===== config.mk =====
export PLATFORM = sky130hd
export DESIGN_NAME = s2h_convert
export DESIGN_NICKNAME = d
export VERILOG_FILES = /design/src/rtl/s2h_pkg.sv /design/src/rtl/s2h_unpack.sv /design/src/rtl/s2h_round.sv /design/src/rtl/s2h_pack.sv /design/src/rtl/s2h_convert.sv
export SDC_FILE = /design/constraint.sdc
export NUM_CORES = 1
export LEC_CHECK = 0
export BUFFER_PORTS_ARGS = -buffer_cell sky130_fd_sc_hd__buf_2
export CAP_MARGIN = 30
export CORE_MARGIN = 2
export CORE_UTILIZATION = 39
export CTS_BUF_LIST = sky130_fd_sc_hd__clkbuf_2
export CTS_CLUSTER_SIZE = 20
export DETAILED_ROUTE_END_ITERATION = 8
export HOLD_SLACK_MARGIN = 0.08
export PLACE_DENSITY = 0.68
export SLEW_MARGIN = 5
export SYNTH_ARGS = -nofsm -noshare
export SYNTH_HDL_FRONTEND = slang
export SYNTH_SLANG_ARGS = --single-unit
export TNS_END_PERCENT = 30

===== constraint.sdc =====
create_clock -name clk -period 0.8 [get_ports clk]
set_input_delay 0.16 -clock clk [delete_from_list [all_inputs] [get_ports clk]]
set_output_delay 0.16 -clock clk [all_outputs]
set_load 0.05 [all_outputs]

===== src/rtl/s2h_pkg.sv =====
package s2h_pkg;

   typedef enum logic [2:0] {
      RM_NEAR_EVEN = 3'd0,
      RM_NEAR_AWAY = 3'd1,
      RM_UP        = 3'd2,
      RM_DOWN      = 3'd3,
      RM_ZERO      = 3'd4
   } rmode_e;

   typedef struct packed {
      logic nv;
      logic of;
      logic uf;
      logic nx;
      logic id;
   } flags_t;

endpackage


===== src/rtl/s2h_unpack.sv =====
// Splits the wide operand into class bits, significand and rebiased exponent.
module s2h_unpack #(
   parameter int SE  = 8,
   parameter int SM  = 23,
   parameter int DE  = 5,
   parameter int DM  = 10,
   parameter int BEW = 10
) (
   input  logic                  ftz,
   input  logic [SE+SM:0]        op,
   output logic                  sign,
   output logic                  is_nan,
   output logic                  is_snan,
   output logic                  is_inf,
   output logic                  is_zero,
   output logic                  flushed,
   output logic [SM:0]           sig,
   output logic signed [BEW-1:0] be,
   output logic [DM-2:0]         pay
);
   localparam int SRC_BIAS = (1 << (SE - 1)) - 1;
   localparam int DST_BIAS = (1 << (DE - 1)) - 1;
   localparam logic signed [BEW-1:0] BIAS_GAP = BEW'(SRC_BIAS - DST_BIAS);

   logic [SE-1:0] ef, ef_adj;
   logic [SM-1:0] ff;
   logic          e_all, e_none, f_any;

   assign ef     = op[SE+SM-1:SM];
   assign ff     = op[SM-1:0];
   assign e_all  = &ef;
   assign e_none = ~|ef;
   assign f_any  = |ff;

   assign sign    = op[SE+SM];
   assign is_nan  = e_all & f_any;
   assign is_snan = is_nan & ~ff[SM-1];
   assign is_inf  = e_all & ~f_any;
   assign flushed = e_none & f_any & ftz;
   assign is_zero = (e_none & ~f_any) | flushed;
   assign sig     = {~e_none, ff};
   assign ef_adj  = e_none ? SE'(1) : ef;
   assign be      = $signed({{(BEW-SE){1'b0}}, ef_adj}) - BIAS_GAP;
   assign pay     = ff[SM-2:SM-DM];

endmodule


===== src/rtl/s2h_round.sv =====
// One shared right shifter serves normal and subnormal results alike.
module s2h_round
   import s2h_pkg::*;
#(
   parameter int SM  = 23,
   parameter int DM  = 10,
   parameter int BEW = 10
) (
   input  logic                  sign,
   input  logic [SM:0]           sig,
   input  logic signed [BEW-1:0] be,
   input  rmode_e                rm,
   output logic [DM-1:0]         frac,
   output logic signed [BEW-1:0] expf,
   output logic                  inexact,
   output logic                  tiny_pre,
   output logic                  tiny_post
);
   localparam int DROP = SM - DM;
   localparam int WW   = 2 * (SM + 1);
   localparam int SHW  = $clog2(WW);
   localparam logic signed [BEW-1:0] ONE    = BEW'(1);
   localparam logic signed [BEW-1:0] SH_CAP = BEW'(SM + 1);

   logic                  sub, rb, st, inc;
   logic signed [BEW-1:0] sh_s;
   logic [SHW-1:0]        sh;
   logic [WW-1:0]         wide;
   logic [SM:0]           up, low;
   logic [DM:0]           kept;
   logic [DM+1:0]         sum;

   always_comb begin
      sub  = (be < ONE);
      sh_s = ONE - be;
      if (!sub)                sh = '0;
      else if (sh_s > SH_CAP)  sh = SHW'(SM + 1);
      else                     sh = sh_s[SHW-1:0];
      wide = {sig, {(SM+1){1'b0}}} >> sh;
      up   = wide[WW-1:SM+1];
      low  = wide[SM:0];
      kept = up[SM:DROP];
      rb   = up[DROP-1];
      st   = (|up[DROP-2:0]) | (|low);
      case (rm)
         RM_NEAR_EVEN: inc = rb & (st | kept[0]);
         RM_NEAR_AWAY: inc = rb;
         RM_UP:        inc = ~sign & (rb | st);
         RM_DOWN:      inc = sign & (rb | st);
         default:      inc = 1'b0;
      endcase
      sum  = {1'b0, kept} + {{(DM+1){1'b0}}, inc};
      frac = sum[DM-1:0];
      if (sub) expf = sum[DM] ? ONE : '0;
      else     expf = be + $signed({{(BEW-1){1'b0}}, sum[DM+1]});
      inexact   = rb | st;
      tiny_pre  = sub;
      tiny_post = sub & ((be != '0) | ~sum[DM]);
   end

endmodule


===== src/rtl/s2h_pack.sv =====
// Chooses between special encodings, saturation and the rounded value.
module s2h_pack
   import s2h_pkg::*;
#(
   parameter int DE  = 5,
   parameter int DM  = 10,
   parameter int BEW = 10
) (
   input  logic                  sign,
   input  logic                  is_nan,
   input  logic                  is_snan,
   input  logic                  is_inf,
   input  logic                  is_zero,
   input  logic                  flushed,
   input  logic [DM-2:0]         pay,
   input  logic [DM-1:0]         frac,
   input  logic signed [BEW-1:0] expf,
   input  logic                  inexact,
   input  logic                  tiny_pre,
   input  logic                  tiny_post,
   input  logic                  alt,
   input  logic                  dnan,
   input  logic                  tiny_sel,
   output logic [DE+DM:0]        res,
   output flags_t                flg
);
   localparam logic signed [BEW-1:0] LIM_STD = BEW'((1 << DE) - 2);
   localparam logic signed [BEW-1:0] LIM_ALT = BEW'((1 << DE) - 1);
   localparam logic [DE-1:0] E_TOP = '1;
   localparam logic [DM-1:0] F_ALL = '1;

   logic ovf;

   always_comb begin
      res = '0;
      flg = '0;
      ovf = expf > (alt ? LIM_ALT : LIM_STD);
      if (is_nan) begin
         flg.nv = alt | is_snan;
         if (alt)       res = {sign, {(DE+DM){1'b0}}};
         else if (dnan) res = {1'b0, E_TOP, 1'b1, {(DM-1){1'b0}}};
         else           res = {sign, E_TOP, 1'b1, pay};
      end else if (is_inf) begin
         flg.nv = alt;
         res    = alt ? {sign, E_TOP, F_ALL} : {sign, E_TOP, {DM{1'b0}}};
      end else if (is_zero) begin
         res    = {sign, {(DE+DM){1'b0}}};
         flg.id = flushed;
      end else if (ovf) begin
         if (alt) begin
            res    = {sign, E_TOP, F_ALL};
            flg.nv = 1'b1;
         end else begin
            res    = {sign, E_TOP, {DM{1'b0}}};
            flg.of = 1'b1;
            flg.nx = 1'b1;
         end
      end else begin
         res    = {sign, expf[DE-1:0], frac};
         flg.nx = inexact;
         flg.uf = inexact & (tiny_sel ? tiny_post : tiny_pre);
      end
   end

endmodule


===== src/rtl/s2h_convert.sv =====
module s2h_convert
   import s2h_pkg::*;
#(
   parameter int SRC_EXP = 8,
   parameter int SRC_MAN = 23,
   parameter int DST_EXP = 5,
   parameter int DST_MAN = 10,
   parameter bit OUT_REG = 1'b1
) (
   input  logic                       clk,
   input  logic                       rst_n,
   input  logic [SRC_EXP+SRC_MAN:0]   op_i,
   input  logic [2:0]                 rmode_i,
   input  logic                       tiny_after_i,
   input  logic                       ftz_i,
   input  logic                       dnan_i,
   input  logic                       alt_i,
   output logic [DST_EXP+DST_MAN:0]   res_o,
   output logic                       nv_o,
   output logic                       of_o,
   output logic                       uf_o,
   output logic                       nx_o,
   output logic                       id_o
);
   localparam int SW  = SRC_EXP + SRC_MAN + 1;
   localparam int DW  = DST_EXP + DST_MAN + 1;
   localparam int BEW = SRC_EXP + 2;
   localparam int SRC_BIAS = (1 << (SRC_EXP - 1)) - 1;
   localparam int DST_BIAS = (1 << (DST_EXP - 1)) - 1;

   if (DST_EXP >= SRC_EXP) begin : g_bad_exp
      $error("s2h_convert: destination exponent must be narrower");
   end
   if (SRC_MAN - DST_MAN < 2 || DST_MAN < 2) begin : g_bad_man
      $error("s2h_convert: fraction widths leave no guard and sticky bits");
   end
   if (SRC_BIAS <= DST_BIAS + DST_MAN) begin : g_bad_range
      $error("s2h_convert: source subnormals must lie below destination range");
   end

   logic                  u_sign, u_nan, u_snan, u_inf, u_zero, u_flush;
   logic [SRC_MAN:0]      u_sig;
   logic signed [BEW-1:0] u_be, r_expf;
   logic [DST_MAN-2:0]    u_pay;
   logic [DST_MAN-1:0]    r_frac;
   logic                  r_nx, r_tpre, r_tpost;
   logic [DW-1:0]         c_res;
   flags_t                c_flg;

   s2h_unpack #(.SE(SRC_EXP), .SM(SRC_MAN), .DE(DST_EXP), .DM(DST_MAN), .BEW(BEW)) u_unpack (
      .ftz(ftz_i), .op(op_i), .sign(u_sign), .is_nan(u_nan), .is_snan(u_snan),
      .is_inf(u_inf), .is_zero(u_zero), .flushed(u_flush), .sig(u_sig), .be(u_be), .pay(u_pay)
   );

   s2h_round #(.SM(SRC_MAN), .DM(DST_MAN), .BEW(BEW)) u_round (
      .sign(u_sign), .sig(u_sig), .be(u_be), .rm(rmode_e'(rmode_i)), .frac(r_frac),
      .expf(r_expf), .inexact(r_nx), .tiny_pre(r_tpre), .tiny_post(r_tpost)
   );

   s2h_pack #(.DE(DST_EXP), .DM(DST_MAN), .BEW(BEW)) u_pack (
      .sign(u_sign), .is_nan(u_nan), .is_snan(u_snan), .is_inf(u_inf), .is_zero(u_zero),
      .flushed(u_flush), .pay(u_pay), .frac(r_frac), .expf(r_expf), .inexact(r_nx),
      .tiny_pre(r_tpre), .tiny_post(r_tpost), .alt(alt_i), .dnan(dnan_i),
      .tiny_sel(tiny_after_i), .res(c_res), .flg(c_flg)
   );

   if (OUT_REG) begin : g_reg
      logic primed;
      localparam logic [DW-1:0] DNAN_W = {1'b0, {DST_EXP{1'b1}}, 1'b1, {(DST_MAN-1){1'b0}}};

      always_ff @(posedge clk or negedge rst_n) begin
         if (!rst_n) begin
            res_o  <= '0;
            {nv_o, of_o, uf_o, nx_o, id_o} <= '0;
            primed <= 1'b0;
         end else begin
            res_o  <= c_res;
            {nv_o, of_o, uf_o, nx_o, id_o} <= c_flg;
            primed <= 1'b1;
         end
      end

      AST_OVF_IS_INF: assert property (@(posedge clk) disable iff (!rst_n)
         of_o |-> nx_o && !nv_o && res_o[DW-2:0] == {{DST_EXP{1'b1}}, {DST_MAN{1'b0}}});
      AST_ALT_NO_OVERFLOW: assert property (@(posedge clk) disable iff (!rst_n)
         primed && $past(alt_i) |-> !of_o);
      AST_ALT_NAN_ZERO: assert property (@(posedge clk) disable iff (!rst_n)
         primed && $past(alt_i && (&op_i[SW-2:SRC_MAN]) && (|op_i[SRC_MAN-1:0]))
         |-> nv_o && res_o[DW-2:0] == '0);
      AST_DEFAULT_NAN: assert property (@(posedge clk) disable iff (!rst_n)
         primed && $past(dnan_i && !alt_i && (&op_i[SW-2:SRC_MAN]) && (|op_i[SRC_MAN-1:0]))
         |-> res_o == DNAN_W);
      AST_UF_NEEDS_NX: assert property (@(posedge clk) disable iff (!rst_n)
         uf_o |-> nx_o);
      AST_FLUSH_ZERO: assert property (@(posedge clk) disable iff (!rst_n)
         primed && id_o |-> res_o[DW-2:0] == '0 && res_o[DW-1] == $past(op_i[SW-1]) && !nx_o);
   end else begin : g_comb
      assign res_o = c_res;
      assign {nv_o, of_o, uf_o, nx_o, id_o} = c_flg;
   end

endmodule


# Yosys cells after proc, flatten, opt, wreduce, memory -nomap -nowiden
# Cells that the tools add are included.
totals:
  regBits: 21
  input_bits: 41
  output_inout_bits: 21
op_classes:
  reduce_logical: 8
  eq_ne: 3
  order_cmp: 3
  bitwise_logic: 21
  add_sub_neg: 4
  n_mux: 26
  shifts: 1
ops:
  columns: ["operator", "count"]
  rows:
  - ["$mux 16", 3]
  - ["$shr 48x6->48", 1]
  - ["$mux 15", 3]
  - ["$reduce_or 24->1", 1]
  - ["$reduce_or 23->1", 1]
  - ["$mux 10", 2]
  - ["$add 11x1->12", 1]
  - ["$mux 4", 3]
  - ["$mux 6", 2]
  - ["$reduce_or 12->1", 1]
  - ["$and 1x1->1", 11]
  - ["$add 9x2->10", 1]
  - ["$gt 10x10->1", 1]
  - ["$gt 10x6->1 const B", 1]
  - ["$mux 1", 10]
  - ["$reduce_bool 10->1", 1]
  - ["$sub 2x9->10 const A", 1]
  - ["$lt 9x2->1 const B", 1]
  - ["$sub 8x7->9 const B", 1]
  - ["$mux 8", 1]
  - ["$reduce_and 8->1", 1]
  - ["$reduce_or 8->1", 1]
  - ["$eq 3x2->1 const B", 2]
  - ["$or 1x1->1", 6]
  - ["other kinds (6)", 9]

# Depth between registers and ports, before layout
logic_depth:
  ltp_word: 23
  mapped_depth: 35
  mapped_depth_nobuf: 31

# Hierarchy
# From an unflattened synthesis, not the netlist that was laid out.
hier_totals:
  hier_cells: 572
  area_unflattened_um2: 4129.0
by_module_without_submodules:
  columns: ["module", "cells_each", "instances", "area_per_inst_um2", "seq_area_each_um2"]
  rows:
  - ["s2h_round", 417, 1, 2711.4, 0.0]
  - ["s2h_convert", 21, 1, 525.5, 525.5]
  - ["s2h_unpack", 67, 1, 471.7, 0.0]
  - ["s2h_pack", 67, 1, 420.4, 0.0]

# Least setup slack after synthesis
# No wires, ideal clock.
synth_timing:
  path_type: "input to register"
  start: "input port op_i[27]"
  end: "register res_o[6]"
  setup_ns: 0.126
  slack_ns: -5.638
  stages: 31
  n_path_buf: 4
  t_required_ns: 0.674
  t_arrival_ns: 6.312
  path_cell_list: "buf_2 -> inv_1 -> ha_1 -> clkbuf_1 -> nand4bb_1 -> o32a_1 -> o31ai_1 -> buf_4 -> a21oi_1 -> o32ai_4 -> a211oi_2 -> a2111oi_1 -> nor4_1 -> nand4_1 -> o31ai_2 -> a2111oi_2 -> ha_1 -> inv_1 -> nor3_2 -> nand4_1 -> nor3_1 -> ha_1 -> ha_1 -> nand4_1 -> nor4b_1 -> a31oi_1 -> or2_2 -> o21ai_1 -> clkbuf_1 -> o21ai_1 -> a221o_1"
synth_via:
  elab_chain_len: 21
  elab_cells_between_ends: 35
synth_rtl:
  columns: ["element", "line_no", "rtl"]
  rows:
  - ["from (decl)", "s2h_convert.sv:12", "input logic [SRC_EXP+SRC_MAN:0] op_i,"]
  - ["$reduce_or 8->1", "s2h_unpack.sv:32", "assign e_none = ~|ef;"]
  - ["$mux 8", "s2h_unpack.sv:42", "assign ef_adj = e_none ? SE'(1) : ef;"]
  - ["$sub 8x7->9", "s2h_unpack.sv:43", "assign be = $signed({{(BEW-SE){1'b0}}, ef_adj}) - BIAS_GAP;"]
  - ["$sub 2x9->10", "s2h_round.sv:35", "sh_s = ONE - be;"]
  - ["$gt 10x6->1", "s2h_round.sv:37", "else if (sh_s > SH_CAP) sh = SHW'(SM + 1);"]
  - ["$mux 6", "s2h_round.sv:37", null]
  - ["$mux 6", "s2h_round.sv:36", "if (!sub) sh = '0;"]
  - ["$shr 48x6->48", "s2h_round.sv:39", "wide = {sig, {(SM+1){1'b0}}} >> sh;"]
  - ["[... 6 more ...]", null, null]
  - ["$add 9x2->10 / $mux 1 (equally long branches)", "s2h_round.sv:55, s2h_round.sv:54", null]
  - ["$mux 10", "s2h_round.sv:54", "if (sub) expf = sum[DM] ? ONE : '0;"]
  - ["$gt 10x10->1", "s2h_pack.sv:37", "ovf = expf > (alt ? LIM_ALT : LIM_STD);"]
  - ["$mux 15", "s2h_pack.sv:49", "end else if (ovf) begin"]
  - ["$mux 15", "s2h_pack.sv:46", "end else if (is_zero) begin"]
  - ["$mux 15", "s2h_pack.sv:43", "end else if (is_inf) begin"]
  - ["$mux 16 *", "s2h_pack.sv:38", "if (is_nan) begin"]
  - ["net c_res[6]", "s2h_convert.sv:47", "logic [DW-1:0] c_res;"]
  - ["to (signal assigned)", "s2h_convert.sv:77", "res_o <= c_res;"]
  - ["to (decl)", "s2h_convert.sv:18", "output logic [DST_EXP+DST_MAN:0] res_o,"]
# The timed path passes the listed nets; every way through them passes the cells marked *.

# Worst setup path in the final report
layout_timing:
  start: "input port op_i[25]"
  end: "register res_o[9]"
# The elaborated chain is that of the path after synthesis.

==> out/qor.json <==
{
  "numPortBuffers": 61,
  "cp-end-kind": "flop",
  "worstPathArrival_ns": 6.28,
  "post_synth_instance_area_sq_mm": 0.00341,
  "floorplan.io_pins": 62,
  "maxCapViolations": 0,
  "crit_path_max_fo": 5,
  "slew_violations": 0,
  "drc": 0,
  "antenna_found_initial": 0,
  "max_stage_delay_ns": 0.50,
  "die_area_sq_mm": 0.00952,
  "path_clk_slew_ns": 0.17,
  "clock_tree.buffer_depth": 2,
  "number_of_global_route_vias_before_repair": 5165,
  "cell_count_after_synthesis": 457,
  "yosysUniqueCellTypes": 83,
  "postSynthRegisterBits": 21,
  "final_hold_viol_count": 0,
  "n_fill_cell": 509,
  "critPathCapture": "res_o[9]$_DFF_PN0_",
  "sequential_cell_area_fraction_in_the_yosys_report_pct": 15.4,
  "synth_edf_count": 0,
  "setup_ws_ns": -5.27,
  "net_count_final": 799,
  "std_cell_rows": 34,
  "viasPerCell": 6.15,
  "gr-usage-all-layers_pct": 32.6,
  "gp_congestion": 0.987,
  "layout_worst_path_cycle_share_pct": 758,
  "synth-async-reset-ratio_pct": 100,
  "route.vias.total": 5243,
  "required_ns": 1.01,
  "ys_warn_count": 0,
  "power_frac_comb_pct": 74.0,
  "postRouteAntennaNets": 0,
  "dpl-instance-area_sq_mm": 0.00545,
  "internal_power_w": 0.00356,
  "netlist.top_cell.by_area": "dfrtp_1",
  "max_freq_ghz": 0.165,
  "synth_top_area_share_pct": 15.4,
  "place.detailed.instances": 799,
  "ir_worst_vdd_mv": 0.613,
  "net-switching-power_w": 0.00286,
  "start_kind": "primary input",
  "setup_viol_count_final": 42,
  "drt-wirelength-per-cell_um": 19.6,
  "min_period_ns": 6.07,
  "grt_first_pass_wirelength_mm": 25.7,
  "synth_top_cells_by_area": "dfrtp_1, nand2_1, a21oi_1",
  "number_of_antenna_repair_diodes": 0,
  "drt_pass1_iterations": 5,
  "setup.worst_path.start": "op_i[25]",
  "finalHoldWorstSlack_ns": 0.121,
  "worstSetupPathType": "in -> reg",
  "slew-limit-headroom_pct": 38.7,
  "rsz0062_at_grt": "yes",
  "violated_checks": "setup timing",
  "post_route_cells_drive_above_1_share_pct": 58.7,
  "sequentialPowerShare_pct": 19.5,
  "final_cells": 853,
  "power.switching_fraction_pct": 44.5,
  "final_util_pct": 76.7,
  "syn_to_final_growth_pct": 93.1,
  "maximum_number_of_pins_on_one_net_before_global_route_repair": 22,
  "max_slew.worst_pin.slew_ns": 0.912,
  "clk_root_buffer_cell": "clkbuf_2",
  "dr.first_iter.drc_count": 394,
  "die_width_um": 97.6,
  "power.share.clock_pct": 6.5,
  "routed_wirelength_mm": 16.7,
  "status": "complete, but fails checks",
  "gr-total-overflow": 0,
  "min_path_type": "in -> reg",
  "h-tree-depth": 1,
  "dpl.hpwl_mm": 11.6,
  "dieHeight_um": 97.6,
  "cts_made_buffers": 3,
  "tritoncts": "done",
  "core_sq_mm": 0.00859,
  "powerDensity_mw_per_mm2": 973,
  "power.leakage_nw": 2.97,
  "cts.sinks": 21,
  "final_design_area_no_fill_sq_mm": 0.00660,
  "initial_utilization_pct": 39.7,
  "synth_nets": 510,
  "postSynthAreaPerCell_sq_um": 7.47,
  "slowest_stage": "or4_4",
  "dominantRegCellSynth": "dfrtp_1"
}
## metrics by stage
step           setup WS (ns)  TNS [ns]  power, W
2_1_floorplan          -5.05    -92.61   0.00331
3_3_place_gp           -5.67   -106.41   0.00488
3_5_place_dp           -5.74   -107.77   0.00494
4_1_cts                -5.13    -99.78   0.00602
5_1_grt                -5.54   -107.96   0.00670
6_report               -5.27   -102.37   0.00642
## critical path: cells and delay by family
family / cells / cell delay, ns
xor+xnor: 1 / 0.19
fa+ha+maj: 4 / 0.67
compound gates: 11 / 1.90
buf+inv: 7 / 0.91
simple gates: 11 / 2.41
## synthesized netlist by cell type (9+ instances only)
| library cell | count |
|---|---|
| xor2_1 | 9 |
| nor4_1 | 9 |
| clkbuf_1 | 10 |
| ha_1 | 12 |
| inv_1 | 12 |
| buf_2 | 11 |
| nand3_1 | 11 |
| nor2_1 | 33 |
| a21o_1 | 9 |
| o21ai_0 | 25 |
| dfrtp_1 | 21 |
| a21oi_1 | 31 |
| nand4_1 | 15 |
| nand2_1 | 52 |
| nor3_1 | 19 |
| xnor2_1 | 10 |
## placed cells by master, fill, tap and decap left out, drive strengths merged, types with 6 or more instances in the layout
| cell | instances |
|---|---|
| buf | 310 |
| nand2 | 53 |
| nor2 | 35 |
| o21ai | 32 |
| a21oi | 31 |
| dfrtp | 21 |
| nor3 | 21 |
| nand4 | 15 |
| inv | 12 |
| nor4 | 12 |
| ha | 12 |
| nand3 | 11 |
| xnor2 | 10 |
| a211oi | 10 |
| a21o | 9 |
| xor2 | 9 |
| o31ai | 9 |
| nand3b | 8 |
| a31oi | 8 |
| mux2i | 7 |
| or3 | 7 |
| or4 | 6 |
## power groups by stage
stage                     clock network [W]  registers [W]  logic [W]
final                              0.000419        0.00125    0.00475
after global routing               0.000454        0.00126    0.00498
after CTS                          0.000407        0.00124    0.00437
after detailed placement                  0        0.00123    0.00371
after global placement                    0        0.00123    0.00365
after floorplan                           0        0.00169    0.00162
## cell type report
cell class              count  area, sq um  share of cell area, %
repair buffers            312         2440                   37.0
multi-input cells         396         3410                   51.8
flip-flops and latches     21          526                   7.97
inverters                  12         62.6                  0.949
clock buffers               4         20.0                  0.304
well taps                 108          135                   2.05
## state kept, by name (all words and copies together) (netlist names)
register,cells
of_o,1
id_o,1
nx_o,1
uf_o,1
nv_o,1
res_o,16
## kinds of logic after synthesis
group | after synthesis | share of synthesized area (%)
and+or+nand+nor | 199 | 32.1
AOI/OAI and AO/OA | 157 | 34.7
buffers and inverters | 40 | 5.79
DFF | 21 | 15.4
xor gates and xnor gates | 19 | 4.87
adders and majority gates | 12 | 4.40
muxes | 9 | 2.71
## per-layer routing
layer  global-route usage (%)  wire (um)
met1                     39.5       6320
met2                     57.0       8090
met3                     4.32       1380
met4                     15.4        949
met5                        0          0
## how the worst min path moves through the flow
| stage | startpoint | end | slack (ns) | depth (start not counted) |
|---|---|---|---|---|
| CTS | ftz_i | id_o$_DFF_PN0_ | 0.13 | 2 |
| floorplan | rst_n | id_o$_DFF_PN0_ | -0.14 | 0 |
| global route | ftz_i | id_o$_DFF_PN0_ | 0.10 | 2 |
| finish | ftz_i | id_o$_DFF_PN0_ | 0.12 | 2 |
| global placement | rst_n | res_o[14]$_DFF_PN0_ | 0.11 | 1 |
| detailed placement | rst_n | res_o[12]$_DFF_PN0_ | 0.12 | 1 |
## what timing repair did
action | in CTS | in global routing
pin swaps | 49 | 35
buffers inserted | 32 | 16
setup endpoints to repair | 42 | 42
gates cloned | 1 | 0
hold endpoints to repair | 22 | 0
hold buffers | 2 | 0
gates resized for setup | 137 | 38
Power figures use the tool's default switching activity.
